--- src/rtl/acq_pkg.sv ---
package acq_pkg;
    localparam int NUM_CLK   = 5;
    localparam int MIN_TICKS = 10;
    // command word 1 fields
    localparam int C1_LONG = 1;
    localparam int C1_SCAN = 3;
    localparam int C1_ENA  = 4;
    localparam int C1_CINT = 7;
    // command word 2 fields
    localparam int C2_IEN  = 7;
    // status word fields
    localparam int ST_OVF   = 9;
    localparam int ST_BUSY  = 11;
    localparam int ST_AVAIL = 13;
    localparam int ST_STOP  = 14;
endpackage

--- src/rtl/acq_tick_chain.sv ---
module acq_tick_chain #(
    parameter int TICK_DIV = 2,
    parameter int NCLK     = 5
) (
    input  logic            clk,
    input  logic            rst_n,
    input  logic            restart,
    input  logic            run,
    output logic [NCLK-1:0] tick
);
    localparam int PW = (TICK_DIV > 1) ? $clog2(TICK_DIV) : 1;

    typedef struct packed {
        logic [PW-1:0]              pre;
        logic [NCLK-2:0][3:0]       dec;
    } chain_t;

    chain_t st_d, st_q;

    assign tick[0] = run && (st_q.pre == PW'(TICK_DIV - 1));

    genvar k;
    generate
        for (k = 1; k < NCLK; k++) begin : g_dec
            assign tick[k] = tick[k-1] && (st_q.dec[k-1] == 4'd9);
        end
    endgenerate

    always_comb begin
        st_d = st_q;
        if (restart) begin
            st_d = '0;
        end else if (run) begin
            st_d.pre = tick[0] ? '0 : st_q.pre + PW'(1);
            for (int i = 0; i < NCLK - 1; i++) begin
                if (tick[i])
                    st_d.dec[i] = (st_q.dec[i] == 4'd9) ? 4'd0 : st_q.dec[i] + 4'd1;
            end
        end
    end

    always_ff @(posedge clk or negedge rst_n) begin
        if (!rst_n) st_q <= '0;
        else        st_q <= st_d;
    end
endmodule

--- src/rtl/acq_interval_timer.sv ---
module acq_interval_timer #(
    parameter int W = 16
) (
    input  logic         clk,
    input  logic         rst_n,
    input  logic         tick,
    input  logic         en,
    input  logic         load,
    input  logic [W-1:0] reload,
    output logic         expire
);
    logic [W-1:0] cnt_d, cnt_q;

    assign expire = tick && en && (cnt_q == W'(1));

    always_comb begin
        cnt_d = cnt_q;
        if (load)
            cnt_d = reload;
        else if (tick && en)
            cnt_d = expire ? reload : cnt_q - W'(1);
    end

    always_ff @(posedge clk or negedge rst_n) begin
        if (!rst_n) cnt_q <= '0;
        else        cnt_q <= cnt_d;
    end
endmodule

--- src/rtl/acq_sample_counter.sv ---
module acq_sample_counter #(
    parameter int HALF_W = 16
) (
    input  logic                clk,
    input  logic                rst_n,
    input  logic                load,
    input  logic [2*HALF_W-1:0] total,
    input  logic                long_mode,
    input  logic                dec,
    output logic                last
);
    typedef struct packed {
        logic [HALF_W-1:0] lo;
        logic [HALF_W-1:0] hi;
    } cnt_t;

    cnt_t st_d, st_q;
    logic borrow;

    assign borrow = (st_q.lo == '0);
    assign last   = dec && (st_q.lo == HALF_W'(1)) && (st_q.hi == '0);

    always_comb begin
        st_d = st_q;
        if (load) begin
            st_d.lo = total[HALF_W-1:0];
            st_d.hi = long_mode ? total[2*HALF_W-1:HALF_W] : '0;
        end else if (dec) begin
            st_d.lo = st_q.lo - HALF_W'(1);
            if (borrow)
                st_d.hi = st_q.hi - HALF_W'(1);
        end
    end

    always_ff @(posedge clk or negedge rst_n) begin
        if (!rst_n) st_q <= '0;
        else        st_q <= st_d;
    end
endmodule

--- src/rtl/acq_pacer.sv ---
module acq_pacer
    import acq_pkg::*;
#(
    parameter int TICK_DIV = 2,
    parameter int RW       = 16,
    parameter int ENTRY_W  = 5
) (
    input  logic               clk,
    input  logic               rst_n,
    input  logic [15:0]        cmd1,
    input  logic [15:0]        cmd2,
    input  logic               start_strobe,
    input  logic               clear_strobe,
    input  logic               int_clear_strobe,
    input  logic [2:0]         samp_clk_sel,
    input  logic [RW-1:0]      samp_reload,
    input  logic [2:0]         scan_clk_sel,
    input  logic [RW-1:0]      scan_reload,
    input  logic [RW-1:0]      scan_count,
    input  logic [ENTRY_W-1:0] scan_entries,
    input  logic               conv_done,
    input  logic               result_read,
    output logic               conv_start,
    output logic               conv_irq,
    output logic [15:0]        status
);
    localparam int TW = 2 * RW;

    typedef struct packed {
        logic               running;
        logic               scan_active;
        logic [ENTRY_W-1:0] scan_left;
        logic               conv;
        logic               stop;
        logic               avail;
        logic               ovf;
    } top_t;

    top_t st_d, st_q;

    logic [NUM_CLK-1:0] ticks;
    logic start_go, cancel, scanning;
    logic samp_tick, scan_tick;
    logic samp_en, scan_en, samp_load;
    logic fire, scan_expire, scan_end, scan_begin, last;
    logic [RW-1:0] samp_eff;
    logic [TW-1:0] total;
    logic unused_cmd;

    assign unused_cmd = ^{cmd1[15:8], cmd1[6:5], cmd1[2], cmd1[0], cmd2[15:8], cmd2[6:0]};

    function automatic logic pick_tick(input logic [2:0] sel, input logic [NUM_CLK-1:0] t);
        if (int'(sel) >= NUM_CLK) return t[NUM_CLK-1];
        return t[sel];
    endfunction

    assign start_go  = start_strobe && cmd1[C1_ENA] && !st_q.running;
    assign cancel    = st_q.running && !cmd1[C1_ENA];
    assign scanning  = cmd1[C1_SCAN] && (scan_entries > ENTRY_W'(1));
    assign samp_tick = pick_tick(samp_clk_sel, ticks);
    assign scan_tick = pick_tick(scan_clk_sel, ticks);
    assign samp_eff  = ((samp_clk_sel == 3'd0) && (samp_reload < RW'(MIN_TICKS)))
                       ? RW'(MIN_TICKS) : samp_reload;
    assign samp_en   = st_q.running && (!scanning || st_q.scan_active);
    assign scan_en   = st_q.running && scanning;
    assign scan_end  = fire && scanning && (st_q.scan_left == ENTRY_W'(1));
    assign scan_begin = scan_expire && (!st_q.scan_active || scan_end);
    assign samp_load = start_go || scan_begin;
    assign total     = TW'(scan_count) * TW'(scan_entries);

    acq_tick_chain #(.TICK_DIV(TICK_DIV), .NCLK(NUM_CLK)) u_ticks (
        .clk(clk), .rst_n(rst_n), .restart(start_go), .run(st_q.running), .tick(ticks)
    );

    acq_interval_timer #(.W(RW)) u_samp_tmr (
        .clk(clk), .rst_n(rst_n), .tick(samp_tick), .en(samp_en),
        .load(samp_load), .reload(samp_eff), .expire(fire)
    );

    acq_interval_timer #(.W(RW)) u_scan_tmr (
        .clk(clk), .rst_n(rst_n), .tick(scan_tick), .en(scan_en),
        .load(start_go), .reload(scan_reload), .expire(scan_expire)
    );

    acq_sample_counter #(.HALF_W(RW)) u_count (
        .clk(clk), .rst_n(rst_n), .load(start_go), .total(total),
        .long_mode(cmd1[C1_LONG]), .dec(fire), .last(last)
    );

    always_comb begin
        st_d      = st_q;
        st_d.conv = 1'b0;
        if (start_go) begin
            st_d.running     = 1'b1;
            st_d.scan_active = 1'b1;
            st_d.scan_left   = scan_entries;
        end
        if (fire) begin
            st_d.conv = 1'b1;
            if (scan_end)      st_d.scan_active = 1'b0;
            else if (scanning) st_d.scan_left   = st_q.scan_left - ENTRY_W'(1);
        end
        if (scan_begin) begin
            st_d.scan_active = 1'b1;
            st_d.scan_left   = scan_entries;
        end
        if (int_clear_strobe) st_d.stop = 1'b0;
        if (last) begin
            st_d.running     = 1'b0;
            st_d.scan_active = 1'b0;
            st_d.stop        = 1'b1;
        end
        if (cancel) begin
            st_d.running     = 1'b0;
            st_d.scan_active = 1'b0;
        end
        // result handling
        if (conv_done && st_q.avail && !result_read) st_d.ovf = 1'b1;
        if (result_read) st_d.avail = 1'b0;
        if (conv_done)   st_d.avail = 1'b1;
        if (clear_strobe) begin
            st_d.avail = 1'b0;
            st_d.ovf   = 1'b0;
        end
    end

    always_ff @(posedge clk or negedge rst_n) begin
        if (!rst_n) st_q <= '0;
        else        st_q <= st_d;
    end

    always_comb begin
        status           = '0;
        status[ST_OVF]   = st_q.ovf;
        status[ST_BUSY]  = st_q.running;
        status[ST_AVAIL] = st_q.avail;
        status[ST_STOP]  = st_q.stop;
    end

    assign conv_start = st_q.conv;
    assign conv_irq   = st_q.avail && cmd1[C1_CINT] && cmd2[C2_IEN];
endmodule

--- config.mk ---
export PLATFORM = sky130hd
export DESIGN_NAME = acq_pacer
export DESIGN_NICKNAME = d
export VERILOG_FILES = /design/src/rtl/acq_pkg.sv /design/src/rtl/acq_tick_chain.sv /design/src/rtl/acq_interval_timer.sv /design/src/rtl/acq_sample_counter.sv /design/src/rtl/acq_pacer.sv
export SDC_FILE = /design/constraint.sdc
export NUM_CORES = 1
export LEC_CHECK = 0
export ABC_AREA = 1
export BUFFER_PORTS_ARGS = -buffer_cell sky130_fd_sc_hd__buf_2
export CORE_MARGIN = 1
export CORE_UTILIZATION = 50
export CTS_CLUSTER_DIAMETER = 150
export DETAILED_ROUTE_END_ITERATION = 10
export PLACE_DENSITY = 0.7
export SETUP_SLACK_MARGIN = 0.2
export SKIP_LAST_GASP = 1
export SLEW_MARGIN = 5
export SYNTH_ARGS = -nofsm -noshare
export SYNTH_HDL_FRONTEND = slang
export SYNTH_HIERARCHICAL = 1
export SYNTH_SLANG_ARGS = --single-unit
--- constraint.sdc ---
create_clock -name clk -period 5.05 [get_ports clk]
set_input_delay 0.2525 -clock clk [delete_from_list [all_inputs] [get_ports clk]]
set_output_delay 0.2525 -clock clk [all_outputs]
set_load 0.02 [all_outputs]
Yosys cells after proc, flatten, opt, wreduce, memory -nomap -nowiden
Cells that the tools add are included.
- input bits: 98
- flip-flop bits (word level): 92
- output and inout bits: 18
- logic and storage cells: 141
- add/subtract/negate cells: 10
- order comparisons: 6
- equality and inequality tests: 8
- reduce and logical (&&, ||, !) cells: 54
- multiplexer cells: 46
- multipliers: 1
- operators by type and width (cell ; number):
    16-bit 2-to-1 mux ; 8
    32-bit 2-to-1 mux ; 2
    16-bit by 1-bit subtractor with 16-bit output (second input constant) ; 4
    16-bit by 1-bit equality test with 1-bit output (second input constant) ; 3
    17-bit 2-to-1 mux ; 2
    16-bit zero test ; 2
    4-bit 2-to-1 mux ; 8
    1-bit logical AND ; 25
    2-bit nonzero test ; 11
    16-bit by 5-bit multiplier with 21-bit output ; 1
    4-bit by 1-bit adder with 4-bit output (second input constant) ; 4
    4-bit equality test (second input constant) ; 4
    16-bit by 4-bit less-than comparator with 1-bit output (second input constant) ; 1
    1-bit 2-to-1 mux ; 15
    5-bit 2-to-1 mux ; 3
    7-bit 2-to-1 mux ; 2
    2-bit AND reduction ; 5
    3-bit by 4-bit less-than comparator with 1-bit output (second input constant) ; 2
    1-bit binary-select mux with 3-bit select ; 2
    3-bit greater-or-equal comparator (second input constant) ; 2
    2-bit 2-to-1 mux ; 3
    6-bit 2-to-1 mux ; 1
    3-bit nonzero test ; 2
    5-bit by 1-bit equality test with 1-bit output (second input constant) ; 1
    other kinds (6) ; 12

Logic depth before layout (Yosys ltp)
- word-level depth: 17
- mapped depth: 26
- mapped depth without buffers: 26

By module
The synthesis kept the hierarchy.
- by module, submodules not included (module ; instances ; cells an instance ; area an instance (µm²)):
    acq_pacer ; 1 ; 612 ; 3868.7
    acq_interval_timer ; 2 ; 213 ; 1357.6
    acq_sample_counter ; 1 ; 331 ; 2238.4
    acq_tick_chain ; 1 ; 122 ; 1109.8

Least setup slack after synthesis
OpenSTA, ideal clock, no wires.
- kind: flip-flop to flip-flop
- start point: register u_ticks/st_q[1] (netlist bit)
- end point: register u_samp_tmr.cnt_q[14]
- clock period less this slack: 4.028 ns
- cell stages (with the launch flop): 26
- setup slack: 1.022 ns
- required time: 4.926 ns
- arrival time: 3.904 ns
- buffers on the path: 1
- path through: dfrtp_1 > inv_1 > ha_1 > nand3_2 > nor2_4 > nand3_4 > inv_2 > inv_1 > nand2_1 > o211ai_1 > nand2_1 > o22ai_1 > inv_1 > nand2_1 > inv_1 > nand3_1 > nor4_1 > nand4_4 > nand2_2 > nand2_4 > nand2_1 > nor2_2 > inv_1 > buf_1 > nor2_1 > o21bai_2
- longest elaborated chain between the ends: 16
- RTL lines (what ; RTL line ; source):
    from (decl) ; acq_tick_chain.sv:18 ; chain_t st_d, st_q;
    from (signal assigned) ; acq_tick_chain.sv:44 ; else st_q <= st_d;
    4-bit equality test * ; acq_tick_chain.sv:25 ; assign tick[k] = tick[k-1] && (st_q.dec[k-1] == 4'd9);
    1-bit logical AND * ; acq_tick_chain.sv:25 ;
    net ticks[1] ; acq_pacer.sv:41 ; logic [NUM_CLK-1:0] ticks;
    1-bit logical AND * (2 in a row) ; acq_tick_chain.sv:25 ;
    net ticks[3] ; acq_pacer.sv:41 ;
    1-bit logical AND ; acq_tick_chain.sv:25 ;
    1-bit binary-select mux with 3-bit select ; acq_pacer.sv:54 ; return t[sel];
    1-bit 2-to-1 mux (not written as such) ; acq_pacer.sv:54 ;
    [1 not listed] ; - ;
    net samp_tick ; acq_pacer.sv:43 ; logic samp_tick, scan_tick;
    1-bit logical AND * (2 in a row) ; acq_interval_timer.sv:14 ; assign expire = tick && en && (cnt_q == W'(1));
    net fire ; acq_pacer.sv:45 ; logic fire, scan_expire, scan_end, scan_begin, last;
    1-bit logical AND * (2 in a row) ; acq_pacer.sv:66 ; assign scan_end = fire && scanning && (st_q.scan_left == ENTRY_W'(1));
    1-bit logical OR * ; acq_pacer.sv:67 ; assign scan_begin = scan_expire && (!st_q.scan_active || scan_end);
    1-bit logical AND * ; acq_pacer.sv:67 ;
    1-bit logical OR * ; acq_pacer.sv:68 ; assign samp_load = start_go || scan_begin;
    net samp_load ; acq_pacer.sv:44 ; logic samp_en, scan_en, samp_load;
    16-bit 2-to-1 mux / 2-bit nonzero test (equally long branches) ; - ;
    to (signal assigned) ; acq_interval_timer.sv:26 ; else cnt_q <= cnt_d;
    to (decl) ; acq_interval_timer.sv:12 ; logic [W-1:0] cnt_d, cnt_q;
The timed path passes the listed nets; every way through them passes the cells marked *. The select of a mux whose other input is x is not followed.
A chain may end at the register's enable or synchronous reset.

Worst setup path after layout
- start point: register u_ticks/st_q[1] (netlist bit)
- end point: register u_samp_tmr.cnt_q[12]
- RTL lines (what ; RTL line):
    4-bit equality test * ; acq_tick_chain.sv:25
    1-bit logical AND * ; acq_tick_chain.sv:25
    net ticks[1] ; acq_pacer.sv:41
    1-bit logical AND * (2 in a row) ; acq_tick_chain.sv:25
    net ticks[3] ; acq_pacer.sv:41
    1-bit logical AND ; acq_tick_chain.sv:25
    1-bit binary-select mux with 3-bit select ; acq_pacer.sv:54
    1-bit 2-to-1 mux (not written as such) ; acq_pacer.sv:54
    1-bit 2-to-1 mux * ; acq_pacer.sv:54
    net scan_tick ; acq_pacer.sv:43
    1-bit logical AND * (2 in a row) ; acq_interval_timer.sv:14
    net scan_expire ; acq_pacer.sv:45
    1-bit logical AND * ; acq_pacer.sv:67
    1-bit logical OR * ; acq_pacer.sv:68
    net samp_load ; acq_pacer.sv:44
    16-bit 2-to-1 mux / 2-bit nonzero test (equally long branches) ; -
Marked as above.

==> impl_results.md <==
* Setup tns final at 0 ns
* FILL cells at between 1500 and 2000
* Post-synthesis register bit count at around 90
* Area grow syn2layout at 7.62%
* Post-DRT Antenna Nets at 0
* CP Launch Type: flip-flop
* Root Driver: clkbuf_16
* Fmax at between 200 and 250 MHz
* Initial antenna violation count at 0
* Peak supply drop at 0.180 mV
* Diode count at 0
* Outcome: complete, no violations
* Worst Skew at 0.0104 ns
* Final GP Congestion at roughly 0.84
* CP arrival at about 4.3 ns
* Vias in the first global route at about 8300
* Yosys warning count at 6
* Cell variety after synth at 50
* Die area at about 0.020 mm²
* Min Hold Slack at 0.0601 ns
* Drt wl/cell at between 10 and 15 µm
* DRT Pass-1 Iters at 5
* WL final at roughly 21 mm
* Starting DRT DRC Count at between 500 and 600
* Hold Fails Final Rpt at 0
* Required time of the worst setup path at ~5.3 ns
* Most common cell on crit path: inv_1
* Die Height at 143 µm
* Clk_lat worst skew at between 0.3 and 0.4 ns
* WS Path Type: flip-flop to flip-flop
* Final Slew Violations at 0
* Hold Crit Class: input port to flip-flop
* Syn Std Cell Area at between 0.009 and 0.01 mm²
* Vias per cell at about 5
* First-pass GRT wire length at ~38 mm
* Cells after Synth at approximately 1500
* CP cell instances: inv_1 -> ha_1 -> nand3_2 -> nor2_4 -> nand3_4 -> inv_2 -> inv_1 -> o21ai_0 -> a21oi_1 -> o21ai_0 -> nand2_1 -> inv_1 -> nand3_1 -> nor4_1 -> nand2_4 -> nand2_1 -> nor2_2 -> inv_1 -> nor2_1 -> o21bai_2
* Syn_area_per_cell at about 6.7 µm²
* # rows at 51
* CTS H-tree depth at 3
* Slew HR at 0.404
* Post-CTS Setup Bufs at 0
* Unrepaired setup endpoints after global routing: no
* MaxCap Viol Count at 0
* Maximum buffer depth of the clock tree at 2
* DP HPWL at between 15 and 20 mm
* Grt total ovfl at 0
* CP Capture Type: flip-flop
* Worst-Margin Slew at 0.891 ns
* Final setup vio count at 0
* DR DRC count at 0
* Post-synthesis sequential area ratio at 0.232
* Initial Util at 0.510
* IO Pins at about 120
* Min cycle time layout at 4.01 ns
* CP max stage cell: inv_1
* Vias at about 8900
* Max stage delay on crit path at 0.56 ns
* Power per Cell Area at 373 mW/mm²
* TritonCTS clock tree: yes
* Worst-path fanout max at 24
* Core area at just under 0.02 mm²
* CTS clk-pin slew, worst paths at roughly 0.070 ns
* Num CTS Buffers at 9
* Clock sink count at a little over 90
* Share of cells above drive strength 1 at 0.135
* Top_reg_cell synth: dfrtp_1
* Port Buffers at 76
* GRT Overall Usage at 0.225
* Async SR Flop Fraction at 1.00
* Fin crit share at 0.795
* Die Wd at roughly 140 µm
* Number of flops mapped to enable cells by yosys at 0
* Largest net degree at the start of global routing at 54
* Nets@finish at 1733
* Leakage power at ~6.2 nW
[worst paths after layout]
| path | start | to | slack, ns | depth (start not counted) |
|---|---|---|---|---|
| max in group asynchronous | rst_n | u_scan_tmr/cnt_q[7] | 3.52 | 3 |
| min | clear_strobe | status[13] | 0.06 | 2 |
| min reg2reg | u_samp_tmr/cnt_q[6] | u_samp_tmr/cnt_q[6] | 0.50 | 2 |
| min in group asynchronous | rst_n | u_ticks/st_q[1] | 0.41 | 2 |
| max reg2reg | u_ticks/st_q[1] | u_samp_tmr/cnt_q[12] | 1.04 | 20 |
| max | u_ticks/st_q[1] | u_samp_tmr/cnt_q[12] | 1.04 | 20 |
[logic make-up after synthesis]
family	after synthesis	share of synthesized area
xor gates and xnor gates	36	0.0317
adders and majority gates	88	0.143
muxes	1	0.00101
AOI/OAI and AO/OA	112	0.0738
DFF	92	0.232
other	1	0.000378
and+or+nand+nor	831	0.378
buffers and inverters	330	0.140
[sequential cells by signal, summed over array words and instances (netlist names)]
name,cells
u_scan_tmr/cnt_q,16
status,4
u_samp_tmr/cnt_q,16
u_ticks/st_q,17
st_q,6
u_count/st_q,32
conv_start,1
[cell type report]
cell class / instances / area [µm²] / share of cell area
clock buffer: 10 / 229 / 0.0214
clock inverter: 5 / 61.3 / 0.00574
inverter: 274 / 1030 / 0.0967
multi-input combinational: 1091 / 6320 / 0.592
sequential: 92 / 2300 / 0.215
tap: 265 / 332 / 0.0310
timing repair buffer: 79 / 408 / 0.0382
[through the flow]
| stage | power (mW) | cells | cell area, µm² | setup slack, ns | utilization |
|---|---|---|---|---|---|
| after floorplan | 2.87 | 1513 | 10000 | 1.02 | - |
| after CTS | 4.02 | 1816 | 10700 | 1.02 | 0.549 |
| final | 3.99 | 1816 | 10700 | 1.04 | 0.549 |
| after global placement | 3.26 | 1800 | 10400 | 1.12 | 0.534 |
| after global routing | 4.41 | 1816 | 10700 | 0.699 | 0.549 |
| after detailed placement | 3.30 | 1800 | 10400 | 1.07 | 0.534 |
[per-layer routing]
| metal | wire length [µm] | track usage | part of all wire |
|---|---|---|---|
| met5 | 0 | 0 | 0 |
| met4 | 253 | 0.0538 | 0.012 |
| met3 | 675 | 0.0315 | 0.032 |
| met2 | 10100 | 0.391 | 0.48 |
| met1 | 10100 | 0.295 | 0.48 |
[placed cells by master, fill, tap and decap left out, types with 21 or more instances in the layout]
| master | count |
|---|---|
| a21oi_1 | 26 |
| buf_2 | 75 |
| conb_1 | 23 |
| dfrtp_1 | 92 |
| fa_1 | 42 |
| ha_1 | 46 |
| inv_1 | 259 |
| nand2_1 | 485 |
| nand3_1 | 107 |
| nor2_1 | 126 |
| nor2_2 | 25 |
| o21ai_0 | 27 |
| xor2_1 | 21 |
[power breakdown]
| group | internal (mW) | leakage [nW] | switching (mW) |
|---|---|---|---|
| Sequential | 0.965 | 1.18 | 0.265 |
| Combinational | 0.777 | 4.85 | 1.29 |
| Clock | 0.384 | 0.143 | 0.305 |
[synth_stat cells, drive strengths merged, types with 4 or more instances]
cell      n  area (µm²)
a21oi    27         139
a22oi    10        75.1
buf      36         287
clkbuf   20        75.1
dfrtp    92        2300
fa       42         841
ha       46         576
inv     274        1030
nand2   508        2000
nand3   119         693
nand4    13        96.3
nor2    165         805
nor3     17         100
o211ai    4        30.0
o21ai    48         274
o21bai   14         143
xnor2    15         131
xor2     21         184
[timing repair]
item | in CTS | in global routing
hold buffers | 1 | 0
endpoints found under the hold margin | 39 | 0
gates resized for setup | 0 | 0
[critical path: cells and delay by family (launching register included)]
family	cells	cell delay, ns
and+or+nand+nor	10	1.73
adders and majority gates	1	0.19
buffers and inverters	5	0.88
AOI/OAI and AO/OA	4	0.69
DFF	1	0.40
No activity file was read; power rests on OpenSTA's default activity.
